==> src/rtl/intc_mp_pkg.sv <==
package intc_mp_pkg;
  localparam logic [15:0] EVT_NONE = 16'd0;
  localparam logic [15:0] EVT_HW   = 16'd1;
  localparam logic [15:0] EVT_IPI  = 16'd4;
  localparam logic [15:0] IPI_CHAN = 16'd1;

  localparam logic [15:0] A_CAP     = 16'h0004;
  localparam logic [15:0] A_WHO     = 16'h2000;
  localparam logic [15:0] A_EVT     = 16'h2004;
  localparam logic [15:0] A_SEND    = 16'h2008;
  localparam logic [15:0] A_ACK     = 16'h200C;
  localparam logic [15:0] A_IPIUNM  = 16'h2028;
  localparam logic [15:0] A_ROUTE   = 16'h3000;
  localparam logic [8:0]  BANK_BASE = 9'h080; // 0x4000 >> 7

  typedef enum logic [1:0] {
    BK_SW_SET  = 2'd0,
    BK_SW_CLR  = 2'd1,
    BK_MSK_SET = 2'd2,
    BK_MSK_CLR = 2'd3
  } bank_op_e;
endpackage

==> src/rtl/intc_lowest.sv <==
module intc_lowest #(
  parameter int W  = 64,
  parameter int IW = $clog2(W)
) (
  input  logic [W-1:0]  vec,
  output logic          found,
  output logic [IW-1:0] idx
);
  always_comb begin
    found = |vec;
    idx   = '0;
    for (int i = W - 1; i >= 0; i--) begin
      if (vec[i]) idx = IW'(i);
    end
  end
endmodule

==> src/rtl/intc_src_bank.sv <==
module intc_src_bank
  import intc_mp_pkg::*;
#(
  parameter int NUM_IRQ = 64,
  parameter int NUM_CPU = 2,
  parameter int IW      = $clog2(NUM_IRQ),
  parameter int WW      = (NUM_IRQ > 32) ? $clog2(NUM_IRQ / 32) : 1
) (
  input  logic                              clk,
  input  logic                              rst_n,
  input  logic [NUM_IRQ-1:0]                lines,
  input  logic                              bank_we,
  input  bank_op_e                          bank_op,
  input  logic [WW-1:0]                     bank_word,
  input  logic [31:0]                       wdata,
  input  logic                              route_we,
  input  logic [IW-1:0]                     route_idx,
  input  logic                              claim_en,
  input  logic [IW-1:0]                     claim_idx,
  output logic [NUM_IRQ-1:0]                mask_q,
  output logic [NUM_IRQ-1:0]                sw_q,
  output logic [NUM_CPU-1:0]                route_rd,
  output logic [NUM_CPU-1:0][NUM_IRQ-1:0]   elig
);
  localparam int NUM_WORDS = NUM_IRQ / 32;

  logic [NUM_IRQ-1:0][NUM_CPU-1:0] route_q;

  always_ff @(posedge clk) begin
    if (!rst_n) begin
      mask_q  <= '1;
      sw_q    <= '0;
      route_q <= '0;
    end else begin
      for (int w = 0; w < NUM_WORDS; w++) begin
        if (bank_we && bank_word == WW'(w)) begin
          unique case (bank_op)
            BK_SW_SET:  sw_q[w*32 +: 32]   <= sw_q[w*32 +: 32] | wdata;
            BK_SW_CLR:  sw_q[w*32 +: 32]   <= sw_q[w*32 +: 32] & ~wdata;
            BK_MSK_SET: mask_q[w*32 +: 32] <= mask_q[w*32 +: 32] | wdata;
            BK_MSK_CLR: mask_q[w*32 +: 32] <= mask_q[w*32 +: 32] & ~wdata;
          endcase
        end
      end
      if (route_we) route_q[route_idx] <= wdata[NUM_CPU-1:0];
      if (claim_en) mask_q[claim_idx] <= 1'b1;
    end
  end

  assign route_rd = route_q[route_idx];

  for (genvar c = 0; c < NUM_CPU; c++) begin : g_elig
    for (genvar n = 0; n < NUM_IRQ; n++) begin : g_src
      assign elig[c][n] = (lines[n] | sw_q[n]) & ~mask_q[n] & route_q[n][c];
    end
  end
endmodule

==> src/rtl/intc_ipi.sv <==
module intc_ipi #(
  parameter int NUM_CPU = 2,
  parameter int CPU_W   = (NUM_CPU > 1) ? $clog2(NUM_CPU) : 1
) (
  input  logic               clk,
  input  logic               rst_n,
  input  logic [CPU_W-1:0]   cpu,
  input  logic               send_we,
  input  logic [NUM_CPU-1:0] send_bits,
  input  logic               ack_we,
  input  logic               unmask_we,
  input  logic               claim_en,
  output logic [NUM_CPU-1:0] active
);
  logic [NUM_CPU-1:0] pend_q, mask_q;

  always_ff @(posedge clk) begin
    if (!rst_n) begin
      pend_q <= '0;
      mask_q <= '0;
    end else begin
      if (send_we)   pend_q      <= pend_q | send_bits;
      if (ack_we)    pend_q[cpu] <= 1'b0;
      if (unmask_we) mask_q[cpu] <= 1'b0;
      if (claim_en)  mask_q[cpu] <= 1'b1;
    end
  end

  assign active = pend_q & ~mask_q;
endmodule

==> src/rtl/intc_mp_top.sv <==
module intc_mp_top
  import intc_mp_pkg::*;
#(
  parameter int NUM_IRQ = 64,
  parameter int NUM_CPU = 2,
  parameter int CPU_W   = (NUM_CPU > 1) ? $clog2(NUM_CPU) : 1
) (
  input  logic               clk,
  input  logic               rst_n,
  input  logic [NUM_IRQ-1:0] irq_lines,
  input  logic               req_en,
  input  logic               req_we,
  input  logic [CPU_W-1:0]   req_cpu,
  input  logic [15:0]        req_addr,
  input  logic [31:0]        req_wdata,
  output logic               rsp_valid,
  output logic [31:0]        rsp_rdata,
  output logic [NUM_CPU-1:0] irq_o
);
  localparam int IW        = $clog2(NUM_IRQ);
  localparam int NUM_WORDS = NUM_IRQ / 32;
  localparam int WW        = (NUM_WORDS > 1) ? $clog2(NUM_WORDS) : 1;

  logic rd, wr;
  assign rd = req_en & ~req_we;
  assign wr = req_en & req_we;

  // Address decode
  logic [15:0] route_off;
  logic        route_hit, bank_hit;
  logic [8:0]  bank_grp;
  logic [4:0]  word_raw;
  assign route_off = req_addr - A_ROUTE;
  assign route_hit = (req_addr >= A_ROUTE) && (32'(route_off[15:2]) < NUM_IRQ)
                     && (req_addr[1:0] == 2'b00);
  assign bank_grp  = req_addr[15:7] - BANK_BASE;
  assign word_raw  = req_addr[6:2];
  assign bank_hit  = (req_addr[15:7] >= BANK_BASE) && (bank_grp < 9'd4)
                     && (32'(word_raw) < NUM_WORDS) && (req_addr[1:0] == 2'b00);

  // Source state
  logic [NUM_IRQ-1:0]              mask_q, sw_q;
  logic [NUM_CPU-1:0]              route_rd;
  logic [NUM_CPU-1:0][NUM_IRQ-1:0] elig;
  logic                            hw_claim;
  logic [IW-1:0]                   hw_idx [NUM_CPU];
  logic [NUM_CPU-1:0]              hw_found;

  intc_src_bank #(.NUM_IRQ(NUM_IRQ), .NUM_CPU(NUM_CPU), .IW(IW), .WW(WW)) u_bank (
    .clk       (clk),
    .rst_n     (rst_n),
    .lines     (irq_lines),
    .bank_we   (wr & bank_hit),
    .bank_op   (bank_op_e'(bank_grp[1:0])),
    .bank_word (word_raw[WW-1:0]),
    .wdata     (req_wdata),
    .route_we  (wr & route_hit),
    .route_idx (route_off[IW+1:2]),
    .claim_en  (hw_claim),
    .claim_idx (hw_idx[req_cpu]),
    .mask_q    (mask_q),
    .sw_q      (sw_q),
    .route_rd  (route_rd),
    .elig      (elig)
  );

  for (genvar c = 0; c < NUM_CPU; c++) begin : g_pick
    intc_lowest #(.W(NUM_IRQ), .IW(IW)) u_pick (
      .vec   (elig[c]),
      .found (hw_found[c]),
      .idx   (hw_idx[c])
    );
  end

  // Inter-processor signalling
  logic [NUM_CPU-1:0] ipi_active;
  logic               evt_rd, ipi_claim;
  assign evt_rd    = rd && (req_addr == A_EVT);
  assign ipi_claim = evt_rd && ipi_active[req_cpu];
  assign hw_claim  = evt_rd && !ipi_active[req_cpu] && hw_found[req_cpu];

  intc_ipi #(.NUM_CPU(NUM_CPU), .CPU_W(CPU_W)) u_ipi (
    .clk       (clk),
    .rst_n     (rst_n),
    .cpu       (req_cpu),
    .send_we   (wr && req_addr == A_SEND),
    .send_bits (req_wdata[NUM_CPU-1:0]),
    .ack_we    (wr && req_addr == A_ACK && req_wdata[0]),
    .unmask_we (wr && req_addr == A_IPIUNM && req_wdata[0]),
    .claim_en  (ipi_claim),
    .active    (ipi_active)
  );

  assign irq_o = ipi_active | hw_found;

  // Read data
  logic [31:0] rd_val, mask_word, sw_word;
  always_comb begin
    mask_word = '0;
    sw_word   = '0;
    for (int w = 0; w < NUM_WORDS; w++) begin
      if (word_raw == 5'(w)) begin
        mask_word = mask_q[w*32 +: 32];
        sw_word   = sw_q[w*32 +: 32];
      end
    end
  end

  always_comb begin
    rd_val = '0;
    if (req_addr == A_CAP)            rd_val = 32'(NUM_IRQ) & 32'h0000_FFFF;
    else if (req_addr == A_WHO)       rd_val = 32'(req_cpu);
    else if (req_addr == A_EVT) begin
      if (ipi_active[req_cpu])        rd_val = {EVT_IPI, IPI_CHAN};
      else if (hw_found[req_cpu])     rd_val = {EVT_HW, 16'(hw_idx[req_cpu])};
    end
    else if (route_hit)               rd_val = 32'(route_rd);
    else if (bank_hit)                rd_val = bank_grp[1] ? mask_word : sw_word;
  end

  always_ff @(posedge clk) begin
    if (!rst_n) begin
      rsp_valid <= 1'b0;
      rsp_rdata <= '0;
    end else begin
      rsp_valid <= rd;
      if (rd) rsp_rdata <= rd_val;
    end
  end
endmodule

==> config.mk <==
export PLATFORM = sky130hd
export DESIGN_NAME = intc_mp_top
export DESIGN_NICKNAME = d
export VERILOG_FILES = /design/src/rtl/intc_mp_pkg.sv /design/src/rtl/intc_lowest.sv /design/src/rtl/intc_src_bank.sv /design/src/rtl/intc_ipi.sv /design/src/rtl/intc_mp_top.sv
export SDC_FILE = /design/constraint.sdc
export NUM_CORES = 1
export LEC_CHECK = 0
export BUFFER_PORTS_ARGS = -buffer_cell sky130_fd_sc_hd__buf_2
export CORE_MARGIN = 10
export CORE_UTILIZATION = 55
export CTS_CLUSTER_DIAMETER = 150
export CTS_CLUSTER_SIZE = 16
export DETAILED_ROUTE_END_ITERATION = 8
export PLACE_DENSITY = 0.79
export SETUP_SLACK_MARGIN = 0.1
export SLEW_MARGIN = 40
export SYNTH_ARGS = -nofsm -noshare
export SYNTH_HDL_FRONTEND = slang
export SYNTH_SLANG_ARGS = --single-unit
==> constraint.sdc <==
create_clock -name clk -period 3.3 [get_ports clk]
set_clock_uncertainty 0.05 [all_clocks]
set_input_delay 0.165 -clock clk [delete_from_list [all_inputs] [get_ports clk]]
set_output_delay 0.165 -clock clk [all_outputs]
set_load 0.01 [all_outputs]
Yosys cells after proc, flatten, opt, wreduce, memory -nomap -nowiden

Index checks and enable logic that the tools add are counted.

$add $sub $neg: 2
Order comparisons: 12
Eq/ne operators: 10
Multiplexer cells: 171
Bitwise operators: 345
Reductions and logical operators: 28

Operator list:

| cell                   | count |
|---|---|
| $mux 6                 | 131 |
| $mux 32                | 14 |
| $pmux 32 s2            | 4 |
| $and 1x1->1            | 196 |
| $and 32x32->32         | 4 |
| $bwmux 128             | 1 |
| $or 32x32->32          | 4 |
| $reduce_or 64->1       | 2 |
| $eq 16x14->1 const B   | 5 |
| $not 1->1              | 66 |
| $mux 64                | 1 |
| $or 1x1->1             | 64 |
| $or 64x64->64          | 1 |
| $not 32->32            | 1 |
| $logic_and 1x1->1      | 19 |
| $mux 19                | 1 |
| $mux 17                | 1 |
| $eq 16x3->1 const B    | 1 |
| $ge 16x14->1 const B   | 1 |
| $mux 2                 | 8 |
| $sub 16x14->16 const B | 1 |
| $lt 14x7->1 const B    | 1 |
| $lt 6x7->1 const B     | 2 |
| $bmux 2 s6             | 1 |
| other kinds (24)       | 38 |

Register bits after elaboration: 293
Input bits: 117
Output and inout bits: 35
Logic and storage cells: 639

Logic depth before layout (Yosys ltp)

Gate-level depths: netlist (run 1).

Depth in word-level cells: 76
Depth in mapped cells: 13
Depth with buffers taken out: 9

Hierarchy

Synthesis (run 1) repeated with hierarchy kept, for this count alone.

Cells, all modules: 2260
Area, all modules: 17043.8 µm²

Modules (own cells, without submodules):

| module        | times used | cells each | area each (µm²) | seq. area each (µm²) |
|---|---|---|---|---|
| intc_src_bank | 1          | 1718       | 12719.7         | 5124.9 |
| intc_mp_top   | 1          | 233        | 2379.8          | 660.6 |
| intc_lowest   | 2          | 145        | 887.1           | 0.0 |
| intc_ipi      | 1          | 19         | 170.2           | 80.1 |

Worst setup path before layout (run 1)

Ideal clock, no wire load.

Kind: register to register
Start point: register with a tool-made name
End point: register u_bank.mask_q[24]
Data arrival time: 2.239 ns
Data required time: 3.104 ns
Slack: 0.865 ns
Cell stages (with the launch flop): 11
Path buffers: 1
Cell sequence: dfxtp_1 o21ba_2 a22oi_1 nand4_1 a2111oi_2 nand3_1 a22oi_2 nor2b_2 buf_6 nand3_4 o211ai_2

RTL lines:

| what                            | RTL line            | text |
|---|---|---|
| to (signal, indexed assignment) | intc_src_bank.sv:40 | `BK_MSK_SET: mask_q[w*32 +: 32] <= mask_q[w*32 +: 32] \| wdata;` |
| to (signal, indexed assignment) | intc_src_bank.sv:41 | `BK_MSK_CLR: mask_q[w*32 +: 32] <= mask_q[w*32 +: 32] & ~wdata;` |
| to (decl)                       | intc_src_bank.sv:20 | `output logic [NUM_IRQ-1:0] mask_q,` |

==> summary.md, run 1 <==
| Metric | Value |
|---|---|
| Relative area change from synthesis to final layout | `14.5%` |
| Worst setup slack after placement | `0.0278 ns` |
| Fraction of final layout cells with drive strength greater than 1 | `20.5%` |
| Net Sw Power | `0.00167 W` |
| Endpoints failing setup | `0` |
| Clock Pin Slew Worst Setup and Hold Paths | `0.08 ns` |
| Number of rows created at floorplan | `64` |
| Aggregate negative setup slack | `0 ns` |
| Cell-internal power | `0.00495 W` |
| Final hold violation count | `0` |
| Initial antenna violation count | `0` |
| Part of the cycle the worst path needs | `95.0%` |
| Synthesized-area fraction occupied by and/or/nand/nor cells | `23.9%` |
| H-tree level count | `1` |
| Power share of the sequential group | `53.3%` |
| Overflow left after global routing | `0` |
| Yosys warnings | `0` |
| Buffer and inverter count on the worst path | `2` |
| # DRC | `0` |
| CTS tree | `yes` |
| Outcome | `completed` |
| Horiz. Die Dim | `197 µm` |
| Insertion delay of the later-clocked pin in the worst-skew pair | `0.55 ns` |
| Max Freq | `319 MHz` |
| Data arrival at the endpoint of the critical path | `2.92 ns` |
| Crit-path cells | `o21ba_2 -> a22oi_1 -> nand2_1 -> nor4_4 -> buf_4 -> nand4_1 -> or2_2 -> buf_2` |
| Number of violations reported at the end of detailed-routing iteration 0 | `2622` |
| Iteration count of the initial detailed-routing pass | `6` |
| Fillers | `2585` |
| Area share of xor/xnor cells in the synthesized design | `0%` |
| Total of flip-flops plus latches after synthesis | `293` |
| Drt wl/cell | `25.1 µm` |
| RePlAce Congestion | `1.11` |
| Count of input and output buffers | `151` |
| Area of the mapped netlist | `0.0172 mm²` |
| Via count of the first global-routing pass | `17046` |
| Required @ worst endpoint | `3.08 ns` |
| Tmin final | `3.14 ns` |
| Area of all placed cells without fillers | `0.0197 mm²` |
| Detailed placement HPWL | `49.1 mm` |
| I/O pins | `152` |
| Total power per unit cell area | `337 mW/mm²` |
| Most common cell after layout, fill and taps aside | `sky130_fd_sc_hd__nand2_1` |
| Met2 Usage GRT | `51.1%` |
| Proportion of synthesized chip area in sequential cells | `34.2%` |
| CP peak stage delay | `0.37 ns` |
| Beginning of the worst hold path | `req_en` |
| Commonest non-fill, non-tap cells in the layout | `sky130_fd_sc_hd__nand2_1, sky130_fd_sc_hd__dfxtp_1, sky130_fd_sc_hd__nor2_1` |
| Slew Viols, Final | `0` |
| Maximum VDD drop | `0.461 mV` |
| Cts bufs inserted | `22` |
| Vias per cell | `6.83` |
| Adder-cell area share of the yosys netlist | `0%` |
| Clock Sink Count | `293` |
| Initial Util | `55.9%` |
| Measured slew at the worst slew-check pin | `0.776 ns` |
| Core ar. | `0.0307 mm²` |
| Async SR Flop Fraction | `0%` |
| Maximum number of pins on one net before global-route repair | `77` |
| Max cap viols | `0` |
| Cells after DPL | `2595` |
| Vertical die dimension | `197 µm` |
| M3 GR Usage | `7.16%` |
| Die area | `0.0387 mm²` |
| Net count of the mapped netlist | `2227` |
| Number of flops mapped to enable cells by yosys | `0` |
| Crit-path max FO | `5` |
| CP endpoint kind | `output port` |
| Synth Instances | `2110` |
| Unrepaired setup endpoints after global routing | `no` |
| Fraction of the core area covered by cells at the end of the flow | `64.1%` |
| Final non-filler cell total | `2659` |
| All-layer global routing usage | `32.7%` |
| Clock tree root buffer cell | `sky130_fd_sc_hd__clkbuf_16` |
| Multiplexer share of the synthesized area | `10.5%` |
| Layout net count | `2379` |
| Remaining antenna violation count | `0` |
| Layer with the highest usage after global routing | `met2` |
| Switching fraction of total power | `25.3%` |
| Tightest slew margin relative to the limit | `48.3%` |
| Max clock buf depth | `3` |
| Worst-path cell with the longest stage delay | `sky130_fd_sc_hd__or2_2` |
| Kind of critical path | `reg -> out` |
| Dominant combinational cell family by area after synthesis | `compound AO/OA/AOI/OAI gates` |
| Critical path startpoint category | `register` |
| Share of the synthesized area in compound gates (AO/OA/AOI/OAI) | `27.4%` |
| Worst hold path class | `in -> reg` |
| Met1 GRT Util | `43.8%` |
| Number of unique standard cell types used by synthesis | `85` |
| Clock network fraction of total power | `38.6%` |
| Worst setup slack after layout | `0.165 ns` |
| Via Count | `18153` |
| Synth Area per Inst | `8.13 µm²` |
| Most instantiated flip-flop cell in the synthesis netlist | `sky130_fd_sc_hd__dfxtp_1` |
| Share of total power in combinational logic | `8.1%` |
| Cell family with most CP delay | `simple AND/OR/NAND/NOR gates` |
| Wire length after detailed routing | `66.7 mm` |
| Static Leakage | `7.91 nW` |
| Post-placement cell area | `0.0186 mm²` |
| Wire length of the first global-routing pass | `101 mm` |
[layer usage]
layer | routed length, µm | share of wire, % | vias up
li1 | - | - | 8055
met1 | 25800 | 39 | 8657
met2 | 30000 | 45 | 1270
met3 | 8560 | 13 | 171
met4 | 2310 | 3.5 | 0
met5 | 0 | 0 | -
[through the flow]
stage	hold slack, ns	total power [W]
after floorplan	0.268	0.00388
after global placement	0.413	0.00410
after detailed placement	0.420	0.00410
after CTS	0.0542	0.00663
after global routing	0.113	0.00678
final	0.0625	0.00663
[logic make-up (layout without fill, tap and decap cells)]
group / count (synthesis) / count (layout)
multiplexers: 133 / 133
flip-flops: 293 / 293
buffers and inverters: 157 / 309
other: 0 / 1
AO/OA/AOI/OAI: 632 / 632
AND/OR/NAND/NOR: 895 / 895
[worst paths after layout]
path | endpoint | slack (ns) | cells after the start
worst max register to register | u_bank.mask_q[33] | 0.18 | 9
worst min-delay path | rsp_rdata[6] | 0.06 | 4
worst max-delay path | irq_o[1] | 0.16 | 8
worst min register to register | u_bank.route_q[10] | 0.44 | 2
[worst register-to-register path, cell delays in order (launching register included)]
cell and delay [ns]:
sky130_fd_sc_hd__dfxtp_1 0.34, sky130_fd_sc_hd__o21ba_2 0.25, sky130_fd_sc_hd__a22oi_1 0.38, sky130_fd_sc_hd__nand4_1 0.22
sky130_fd_sc_hd__a311o_1 0.43, sky130_fd_sc_hd__a31oi_1 0.33, sky130_fd_sc_hd__o32ai_2 0.26, sky130_fd_sc_hd__nor2_2 0.33
sky130_fd_sc_hd__nand2_1 0.22, sky130_fd_sc_hd__o211ai_1 0.24
[cell usage after synthesis (11+ instances only)]
cell type	number	area [µm²]
sky130_fd_sc_hd__dfxtp_1	293	5870
sky130_fd_sc_hd__o22ai_1	29	181
sky130_fd_sc_hd__nor2b_1	17	106
sky130_fd_sc_hd__a31oi_1	14	87.6
sky130_fd_sc_hd__a22oi_2	11	138
sky130_fd_sc_hd__o21ba_2	57	571
sky130_fd_sc_hd__nand2_1	417	1570
sky130_fd_sc_hd__nor2_1	206	773
sky130_fd_sc_hd__a21oi_1	188	941
sky130_fd_sc_hd__and2_1	16	100
sky130_fd_sc_hd__o211ai_2	14	175
sky130_fd_sc_hd__a32o_1	13	130
sky130_fd_sc_hd__mux4_2	37	833
sky130_fd_sc_hd__buf_2	23	115
sky130_fd_sc_hd__o211ai_1	58	435
sky130_fd_sc_hd__nand3_1	131	656
sky130_fd_sc_hd__buf_1	12	45.0
sky130_fd_sc_hd__o21ai_0	18	90.1
sky130_fd_sc_hd__clkbuf_1	94	353
sky130_fd_sc_hd__nor3_1	17	85.1
sky130_fd_sc_hd__nand4_1	21	131
sky130_fd_sc_hd__a22oi_1	139	1040
sky130_fd_sc_hd__buf_4	12	90.1
sky130_fd_sc_hd__mux2i_1	95	951
[final cells by class]
cell class / instances / area (µm²) / share of cell area [%]
diodes: 1 / 2.50 / 0.0127
well taps: 396 / 495 / 2.52
multi-input cells: 1660 / 10800 / 54.8
inverters: 10 / 42.5 / 0.216
clock inverters: 1 / 16.3 / 0.0828
repair buffers: 275 / 1890 / 9.63
clock buffers: 23 / 576 / 2.93
flip-flops and latches: 293 / 5870 / 29.8
[power by group through the flow]
stage               Combinational [W]  Clock [W]  Sequential, W
global placement             0.000483          0        0.00362
finish                       0.000538    0.00255        0.00353
global route                 0.000562    0.00268        0.00353
floorplan                    0.000258          0        0.00362
detailed placement           0.000488          0        0.00362
CTS                          0.000520    0.00257        0.00353
[repair_timing]
| action | CTS | global route |
|---|---|---|
| pin swaps | 2 | 2 |
| endpoints found under the setup margin | 16 | 64 |
| gates resized for setup | 1 | 18 |
| buffers inserted | 1 | 5 |
| hold endpoints to repair | 123 | 0 |
| hold buffers | 33 | 0 |
Power figures use the tool's default switching activity.
==> run 2, diff against run 1 <==
CORE_MARGIN = 5   (was 10)
SETUP_SLACK_MARGIN = 0.3   (was 0.1)
==> run 2 against run 1 <==
Count of clock-buffer cells in the layout is 1 lower. Critical path depth is 1 lower. First-iteration DRC count is 13% higher. Setup slack better by 0.15 ns. Critical endpoint unchanged. Combinational power hardly changed.
==> summary.md, run 2 (synthesis gave the netlist of run 1 again) <==
| Metric | Value |
|---|---|
| Outcome | `completed` |
| All-layer global routing usage | `35.2% (+2.5 points)` |
| ANT cells | `0 (-1)` |
| Setup slack of the worst register-to-register path | `0.39 ns (+0.21 ns)` |
| Number of rows created at floorplan | `64 (unchanged)` |
| Initial Util | `55.9% (unchanged)` |
| Worst hold path class | `in -> reg` |
| Count of input and output buffers | `151 (unchanged)` |
| Final hold violation count | `0 (unchanged)` |
| Horiz. Die Dim | `187 µm (-5.1%)` |
| Static Leakage | `8.03 nW (+1.5%)` |
| Core ar. | `0.0307 mm² (unchanged)` |
| Tightest slew margin relative to the limit | `46.6% (-1.7 points)` |
| Vertical die dimension | `187 µm (-5.1%)` |
| Unrepaired setup endpoints after global routing | `yes` |
| Switching fraction of total power | `25.5% (+0.26 points)` |
| Relative area change from synthesis to final layout | `16.4%` |
| # DRC | `0 (unchanged)` |
| Total power per unit cell area | `330 mW/mm² (-2.0%)` |
| Remaining antenna violation count | `0 (unchanged)` |
| Detailed placement HPWL | `47.8 mm (-2.7%)` |
| Kind of critical path | `reg -> out` |
| Initial antenna violation count | `1 (+1)` |
| Max Freq | `335 MHz (+4.9%)` |
| Share of total power in combinational logic | `8.2% (about the same)` |
| Commonest non-fill, non-tap cells in the layout | `sky130_fd_sc_hd__nand2_1, sky130_fd_sc_hd__dfxtp_1, sky130_fd_sc_hd__nor2_1` |
| Layout net count | `2391 (+0.50%)` |
| Endpoints failing setup | `0 (unchanged)` |
| Via Count | `18281 (+0.71%)` |
| Max cap viols | `0 (unchanged)` |
| Cell-internal power | `0.00492 W (-0.73%)` |
| Net Sw Power | `0.00168 W (+0.63%)` |
| Wire length after detailed routing | `65.3 mm (-2.0%)` |
| RePlAce Congestion | `1.10 (-1.4%)` |
| Critical path startpoint category | `register` |
| CTS tree | `yes` |
| I/O pins | `152 (unchanged)` |
| Insertion delay of the later-clocked pin in the worst-skew pair | `0.55 ns (about the same)` |
| Most common cell after layout, fill and taps aside | `sky130_fd_sc_hd__nand2_1` |
| Clock tree root buffer cell | `sky130_fd_sc_hd__clkbuf_16` |
| Fraction of final layout cells with drive strength greater than 1 | `22.1% (+1.6 points)` |
| Tmin final | `2.99 ns (-0.146 ns)` |
| Clock Pin Slew Worst Setup and Hold Paths | `0.08 ns (about the same)` |
| Clock network fraction of total power | `38.3% (-0.3 points)` |
| Part of the cycle the worst path needs | `90.6% (-4.4 points)` |
| Max clock buf depth | `3 (unchanged)` |
| Via count of the first global-routing pass | `17005 (-0.24%)` |
| Power share of the sequential group | `53.5% (+0.2 points)` |
| Drt wl/cell | `24.5 µm (-2.4%)` |
| Slew Viols, Final | `0 (unchanged)` |
| Maximum VDD drop | `0.349 mV (-24%)` |
| Number of violations reported at the end of detailed-routing iteration 0 | `2950 (+13%)` |
| Die area | `0.0348 mm² (-9.9%)` |
| H-tree level count | `1 (unchanged)` |
| Vias per cell | `6.85 (+0.29%)` |
| Data arrival at the endpoint of the critical path | `2.77 ns (-0.15 ns)` |
| Measured slew at the worst slew-check pin | `0.801 ns (+0.0248 ns)` |
| CP endpoint kind | `output port` |
| Overflow left after global routing | `0 (unchanged)` |
| Wire length of the first global-routing pass | `99.9 mm (-1.0%)` |
| Iteration count of the initial detailed-routing pass | `6 (unchanged)` |
| Maximum number of pins on one net before global-route repair | `108 (+40%)` |
| Cts bufs inserted | `22 (unchanged)` |
| Required @ worst endpoint | `3.08 ns (about the same)` |
| Clock Sink Count | `293 (unchanged)` |
| Crit-path max FO | `5 (unchanged)` |
| Final Total Pwr | `0.00660 W (-0.39%)` |
| Aggregate negative setup slack | `0 ns (unchanged)` |
## run 2: changes by cell type in the layout (fill, tap and decap cells not counted), sizes merged
cell and delta:
diode -1, buf +12, clkbuf -1, clkinv +1
## run 2: worst paths after layout
| kind | start | endpoint | cells past startpoint |
|---|---|---|---|
| max reg2reg | u_bank.mask_q[20] | u_bank.mask_q[12] | 10 |
| max | register | irq_o[1] | 7 |
| min reg2reg | u_bank.route_q[10] | u_bank.route_q[10] | 2 |
| min | req_en | rsp_rdata[6] | 4 |
## run 2: layout make-up
type | count | area [µm²]
repair buffers | 287 | 2010
inverters | 10 | 45.0
clock inverters | 2 | 32.5
fillers | 2587 | 10700
multi-input cells | 1660 | 11000
clock buffers | 22 | 551
well taps | 396 | 495
flip-flops and latches | 293 | 5870
## run 2: worst max-delay path: stages (launching register included)
cell,delay [ns]
sky130_fd_sc_hd__dfxtp_1,0.33
sky130_fd_sc_hd__o21ba_2,0.30
sky130_fd_sc_hd__a22oi_1,0.32
sky130_fd_sc_hd__nand4_1,0.31
sky130_fd_sc_hd__nor2_1,0.22
sky130_fd_sc_hd__nand4_1,0.22
sky130_fd_sc_hd__or2_2,0.37
sky130_fd_sc_hd__buf_2,0.14
## run 2: power by group through the flow
stage               combinational, W  clock (W)  sequential, W
floorplan                   0.000258          0        0.00362
global placement            0.000479          0        0.00362
detailed placement          0.000485          0        0.00362
CTS                         0.000518    0.00252        0.00353
global route                0.000562    0.00265        0.00353
finish                      0.000539    0.00253        0.00353
## run 2: per-stage QoR
stage          cell area [µm²]  hold WS [ns]  instances  setup slack [ns]  util (%)
2_1_floorplan            17200         0.268       2110             0.865         -
3_3_place_gp             18600         0.418       2596            0.0364      60.6
3_5_place_dp             18600         0.423       2596           0.00711      60.6
4_1_cts                  19700        0.0430       2657             0.239      64.1
5_1_grt                  20000         0.106       2670             0.261      65.1
6_report                 20000        0.0481       2670             0.311      65.1
## run 2: layer usage
metal / vias up / part of all wire (%) / wire [µm] / track usage [%]
met1: 8738 / 39 / 25700 / 49.5
met5: - / 0 / 0 / 0
li1: 8080 / - / - / -
met2: 1239 / 44 / 28700 / 54.4
met4: 0 / 4.3 / 2820 / 12.1
met3: 224 / 12 / 8070 / 7.04
## run 2: repair_timing
| action | in CTS | in global routing |
|---|---|---|
| hold endpoints to repair | 122 | 0 |
| hold buffers | 33 | 0 |
| gates resized for setup | 20 | 40 |
| pin swaps | 4 | 22 |
| endpoints found under the setup margin | 66 | 66 |
| setup buffers | 4 | 13 |
